==> src/rtl/march_bist.sv <==
module march_bist #(
  parameter int WORDS = 12,
  parameter int DW    = 8
) (
  input  logic                     clk,
  input  logic                     rst_n,
  input  logic                     start,
  input  logic [1:0]               alg_sel,
  input  logic                     stop_on_fail,
  output logic [$clog2(WORDS)-1:0] mem_addr,
  output logic                     mem_we,
  output logic                     mem_re,
  output logic [DW-1:0]            mem_wdata,
  input  logic [DW-1:0]            mem_rdata,
  output logic                     busy,
  output logic                     done,
  output logic                     fail,
  output logic [$clog2(WORDS)-1:0] fail_addr,
  output logic [2:0]               fail_elem,
  output logic [1:0]               fail_op
);
  localparam int AW = $clog2(WORDS);
  localparam logic [AW-1:0] TOP = AW'(WORDS - 1);
  localparam logic [1:0] R0 = 2'b00, R1 = 2'b01, W0 = 2'b10, W1 = 2'b11;

  typedef enum logic [1:0] {S_IDLE, S_RUN, S_FIN} st_t;

  // descriptor: {last, down, count[1:0], third, second, first}
  function automatic logic [9:0] edesc(input logic [1:0] a, input logic [2:0] e);
    logic [1:0] s;
    s = (a == 2'd3) ? 2'd0 : a;
    edesc = '0;
    if (e == 3'd0)      edesc = {1'b0, 1'b0, 2'd1, R0, R0, W0};
    else if (e == 3'd1) edesc = {1'b0, 1'b0, 2'd2, R0, W1, R0};
    else begin
      case (s)
        2'd0:    edesc = {1'b1, 1'b1, 2'd2, R0, W0, R1};
        2'd1:    edesc = {1'b1, 1'b1, 2'd3, R0, W0, R1};
        default: begin
          case (e)
            3'd2:    edesc = {1'b0, 1'b0, 2'd2, R0, W0, R1};
            3'd3:    edesc = {1'b0, 1'b1, 2'd2, R0, W1, R0};
            3'd4:    edesc = {1'b0, 1'b1, 2'd2, R0, W0, R1};
            default: edesc = {1'b1, 1'b0, 2'd1, R0, R0, R0};
          endcase
        end
      endcase
    end
  endfunction

  st_t           st;
  logic [1:0]    alg_q, op_q;
  logic [2:0]    elem_q;
  logic [AW-1:0] addr_q;
  logic          sof_q;
  logic          chk_v, chk_exp;
  logic [AW-1:0] chk_addr;
  logic [2:0]    chk_elem;
  logic [1:0]    chk_op;
  logic [9:0]    cur, nxt;
  logic [1:0]    op;
  logic          run, down, at_end, op_end, mismatch;

  assign cur    = edesc(alg_q, elem_q);
  assign nxt    = edesc(alg_q, elem_q + 3'd1);
  assign down   = cur[8];
  assign op     = (op_q == 2'd0) ? cur[1:0] : (op_q == 2'd1) ? cur[3:2] : cur[5:4];
  assign run    = (st == S_RUN);
  assign at_end = down ? (addr_q == '0) : (addr_q == TOP);
  assign op_end = (op_q == cur[7:6] - 2'd1);

  assign mem_we    = run & op[1];
  assign mem_re    = run & ~op[1];
  assign mem_addr  = addr_q;
  assign mem_wdata = mem_we ? {DW{op[0]}} : '0;
  assign busy      = (st != S_IDLE);
  assign mismatch  = chk_v && (mem_rdata != {DW{chk_exp}});

  always_ff @(posedge clk) begin
    if (!rst_n) begin
      st <= S_IDLE; alg_q <= '0; op_q <= '0; elem_q <= '0; addr_q <= '0; sof_q <= 1'b0;
      chk_v <= 1'b0; chk_exp <= 1'b0; chk_addr <= '0; chk_elem <= '0; chk_op <= '0;
      done <= 1'b0; fail <= 1'b0; fail_addr <= '0; fail_elem <= '0; fail_op <= '0;
    end else begin
      done     <= 1'b0;
      chk_v    <= mem_re;
      chk_exp  <= op[0];
      chk_addr <= addr_q;
      chk_elem <= elem_q;
      chk_op   <= op_q;
      if (mismatch && !fail) begin
        fail <= 1'b1; fail_addr <= chk_addr; fail_elem <= chk_elem; fail_op <= chk_op;
      end
      if (start) begin
        st <= S_RUN; alg_q <= alg_sel; sof_q <= stop_on_fail;
        elem_q <= '0; op_q <= '0; addr_q <= '0; fail <= 1'b0; chk_v <= 1'b0;
      end else if (mismatch && sof_q) begin
        st <= S_IDLE; done <= 1'b1; chk_v <= 1'b0;
      end else if (st == S_FIN) begin
        st <= S_IDLE; done <= 1'b1;
      end else if (run) begin
        if (!op_end) op_q <= op_q + 2'd1;
        else begin
          op_q <= '0;
          if (!at_end) addr_q <= down ? addr_q - 1'b1 : addr_q + 1'b1;
          else if (cur[9]) st <= S_FIN;
          else begin
            elem_q <= elem_q + 3'd1;
            addr_q <= nxt[8] ? TOP : '0;
          end
        end
      end
    end
  end

  a_r3_single_access: assert property (@(posedge clk) disable iff (!rst_n) !(mem_we && mem_re));
  a_r7_addr_range: assert property (@(posedge clk) disable iff (!rst_n) (mem_we || mem_re) |-> mem_addr <= TOP);
  a_r2_start_runs: assert property (@(posedge clk) disable iff (!rst_n) start |=> busy && !done && !fail);
  a_r8_fail_sticky: assert property (@(posedge clk) disable iff (!rst_n) fail && !start |=> fail);
  a_r9_capture_hold: assert property (@(posedge clk) disable iff (!rst_n)
    fail && !start |=> $stable(fail_addr) && $stable(fail_elem) && $stable(fail_op));
  a_r11_done_pulse: assert property (@(posedge clk) disable iff (!rst_n) done |=> !done);
  a_r11_done_idle: assert property (@(posedge clk) disable iff (!rst_n) done |-> !busy && !mem_we && !mem_re);
endmodule

==> config.mk <==
export PLATFORM = sky130hd
export DESIGN_NAME = march_bist
export DESIGN_NICKNAME = d
export VERILOG_FILES = /design/src/rtl/march_bist.sv
export SDC_FILE = /design/constraint.sdc
export NUM_CORES = 1
export LEC_CHECK = 0
export BUFFER_PORTS_ARGS = -buffer_cell sky130_fd_sc_hd__buf_2
export CORE_UTILIZATION = 45
export CTS_CLUSTER_SIZE = 12
export DETAILED_ROUTE_END_ITERATION = 12
export PLACE_DENSITY = 0.73
export SYNTH_ARGS = -nofsm -noshare
export SYNTH_HDL_FRONTEND = slang
export SYNTH_SLANG_ARGS = --single-unit
==> constraint.sdc <==
create_clock -name clk -period 5.6 [get_ports clk]
set_input_delay 1.12 -clock clk [delete_from_list [all_inputs] [get_ports clk]]
set_output_delay 1.12 -clock clk [all_outputs]
set_load 0.02 [all_outputs]
==> impl_metrics.json <==
{
  "wire_per_inst_um": 13.6,
  "synth-simple-area-share_pct": 24.0,
  "p_sw_share_pct": 23.4,
  "required_ns": 4.48,
  "cts_sinks": 36,
  "period_needed_ns": 3.88,
  "worstPathMaxFanout": 8,
  "synth_edf_count": 0,
  "row_count": 23,
  "dr.pass1.iters": 4,
  "initial_core_util_pct": 48.5,
  "die_area_sq_um": 4740,
  "pwr-share-clk_pct": 39.9,
  "finalSetupViolCount": 0,
  "powerDensity_nw_per_um2": 214,
  "fin_nets": 272,
  "ys_seq_area_share_pct": 35.8,
  "clk_path_buf_depth": 2,
  "p_comb_share_pct": 6.1,
  "dpl.hpwl_um": 2980,
  "hold_buffers": 0,
  "root_buffer": "clkbuf_8",
  "ys.flop_type": "dfxtp_1",
  "cts_tree": "yes",
  "seqPwrFrac_pct": 53.9,
  "synth_xor_area_share_pct": 1.74,
  "io_buffers": 39,
  "start_kind": "flop",
  "ys_types": 49,
  "hold_class": "reg -> reg",
  "crit_path_end_kind": "output port",
  "drive_gt1_share_pct": 24.4,
  "r2r-start": "elem_q[0]$_SDFFE_PP0P_",
  "core_sq_um": 4140,
  "max_freq_mhz": 258,
  "cp.arrival_ns": 2.76,
  "finalMaxSlewViolations": 0,
  "syn-instance-count": 213,
  "syn_nets": 240,
  "area_delta_synth_final_pct": 12.7,
  "grt_pass1_wl_um": 6310,
  "peakVddDrop_v": 0.0000726,
  "antenna_found_initial": 0,
  "ioPinCount": 40,
  "p_int_mw": 0.371,
  "numCtsBuffers": 5,
  "post_cts_resized": 0,
  "fin_setup_tns_ns": 0,
  "synth-compound-area-share_pct": 12.5,
  "finClkSkew_ns": 0.00617,
  "grt_pass1_vias": 1407,
  "rsz0062_at_grt": "false",
  "post_cts_buffers": 0,
  "leakage_nw": 0.920,
  "via_per_inst": 5.11,
  "clkLatencyLatePin_ns": 0.29,
  "avgSynthCellArea_sq_um": 9.44,
  "synth_async_sr_flop_share_pct": 0,
  "totalWireLength_um": 4020,
  "crit_start": "elem_q[0]$_SDFFE_PP0P_",
  "maxCapViolations": 0,
  "h-tree-depth": 2,
  "grt_usage_pct": 18.9,
  "grt_start_max_net_pins": 26,
  "fin_crit_sh_pct": 69.3,
  "path_class": "reg -> out",
  "via_count": 1514,
  "yosys_warnings": 0,
  "globalplace.congestion": 0.803,
  "antenna_cells": 0,
  "multiInputGateArea_sq_um": 1150,
  "power_mw": 0.485,
  "die_h_um": 68.8,
  "met3_usage_pct": 5.76,
  "drc": 0,
  "drtIter0Drc": 56,
  "worst_slew_pin_slew_ns": 0.989,
  "status": "finished clean",
  "grt-ovfl-total": 0,
  "synth_top_family_by_area": "simple AND/OR/NAND/NOR gates",
  "fill_cells": 413,
  "top_usage_layer": "met2",
  "switchingPower_mw": 0.114,
  "grt_util_met2_pct": 30.0,
  "slew_headroom_pct": 33.9,
  "met1_usage_pct": 22.8,
  "ant_nets": 0,
  "finalHoldViolations": 0,
  "clkTransAtPathRegs_ns": 0.07,
  "ys_seq_elements": 36,
  "synthAdderAreaFrac_pct": 8.46,
  "die_w_um": 68.8,
  "hold_start": "chk_elem[1]$_SDFF_PN0_",
  "synthesis.area_sq_um": 2010,
  "ff_latch_area_sq_um": 721,
  "muxShareOfSynthArea_pct": 10.6
}
-- sequential cells by signal (all words and copies together), names as in the netlist --
signal and flops:
fail_elem 3, fail_addr 4, elem_q 3, st 2, chk_exp 1, chk_elem 3
chk_op 2, sof_q 1, mem_addr 4, op_q 2, chk_v 1, done 1
chk_addr 4, fail_op 2, fail 1, alg_q 2
-- path summary, 6_finish.rpt --
path	end	slack [ns]	cells after the start
worst max-delay path	mem_wdata[4]	1.72	8
worst max register to register	mem_addr[3]$_SDFFE_PP0P_	2.82	11
worst min-delay path	fail_elem[1]$_SDFFE_PN0P_	0.49	2
worst min register to register	fail_elem[1]$_SDFFE_PN0P_	0.49	2
-- synthesized netlist by cell type (all sizes together), types with 4 or more instances --
library cell / instances / area (sq um)
dfxtp: 36 / 721
nor2b: 20 / 125
mux2i: 19 / 203
nand2: 17 / 63.8
ha: 12 / 150
inv: 11 / 41.3
nor2: 11 / 41.3
and2: 10 / 62.6
a21oi: 9 / 45.0
buf: 8 / 63.8
clkbuf: 6 / 32.5
nand3: 5 / 25.0
nor3: 4 / 20.0
o21ai: 4 / 20.0
-- cell families (layout without fill, tap and decap cells) --
family | Yosys count | after routing
flip-flops | 36 | 36
multiplexers | 20 | 20
buffers and inverters | 25 | 58
XOR/XNOR | 4 | 4
AO/OA/AOI/OAI | 31 | 31
adder cells (fa/ha/maj) | 13 | 13
AND/OR/NAND/NOR | 84 | 84
-- routing by layer --
layer	routed length (um)	share of wire (%)
met1	1960	49
met2	1860	46
met3	125	3.1
met4	73	1.8
met5	0	0
-- power groups by stage --
stage	sequential [mW]	combinational, mW	clock [mW]
3_5_place_dp	0.267	0.0295	0
4_1_cts	0.261	0.0298	0.197
6_report	0.261	0.0297	0.194
5_1_grt	0.262	0.0325	0.209
2_1_floorplan	0.267	0.0195	0
3_3_place_gp	0.267	0.0291	0
-- area by class of cell --
type,count,area share [%]
multi-input cells,152,50.9
well taps,50,2.76
repair buffers,39,8.61
clock buffers,7,3.81
flip-flops and latches,36,31.8
clock inverters,1,0.331
inverters,11,1.82
-- layout by cell type, fill, tap and decap left out, drive strengths merged, types with 4 or more instances in the layout --
cell,instances
clkbuf,7
a21oi,9
inv,11
o21ai,4
buf,39
nand2,17
nor3,4
ha,12
nor2,11
nand3,5
dfxtp,36
mux2i,19
nor2b,20
and2,10
-- critical path, stage by stage (launching register included) --
cell,delay [ns]
dfxtp_1,0.41
inv_1,0.13
ha_1,0.32
or2_4,0.28
o221ai_2,0.33
a32o_1,0.23
nor2b_1,0.17
nor2b_1,0.36
buf_2,0.24
-- metrics by stage --
step / util [%] / hold slack (ns) / area, sq um / cells / worst slack (ns)
2_1_floorplan: - / 0.463 / 2010 / 213 / 1.74
5_1_grt: 54.7 / 0.521 / 2270 / 296 / 1.42
3_3_place_gp: 52.4 / 0.467 / 2170 / 288 / 2.17
3_5_place_dp: 52.4 / 0.482 / 2170 / 288 / 2.05
6_report: 54.7 / 0.494 / 2270 / 296 / 1.72
4_1_cts: 54.7 / 0.498 / 2270 / 296 / 1.71
No activity file was read; power rests on OpenSTA's default activity.
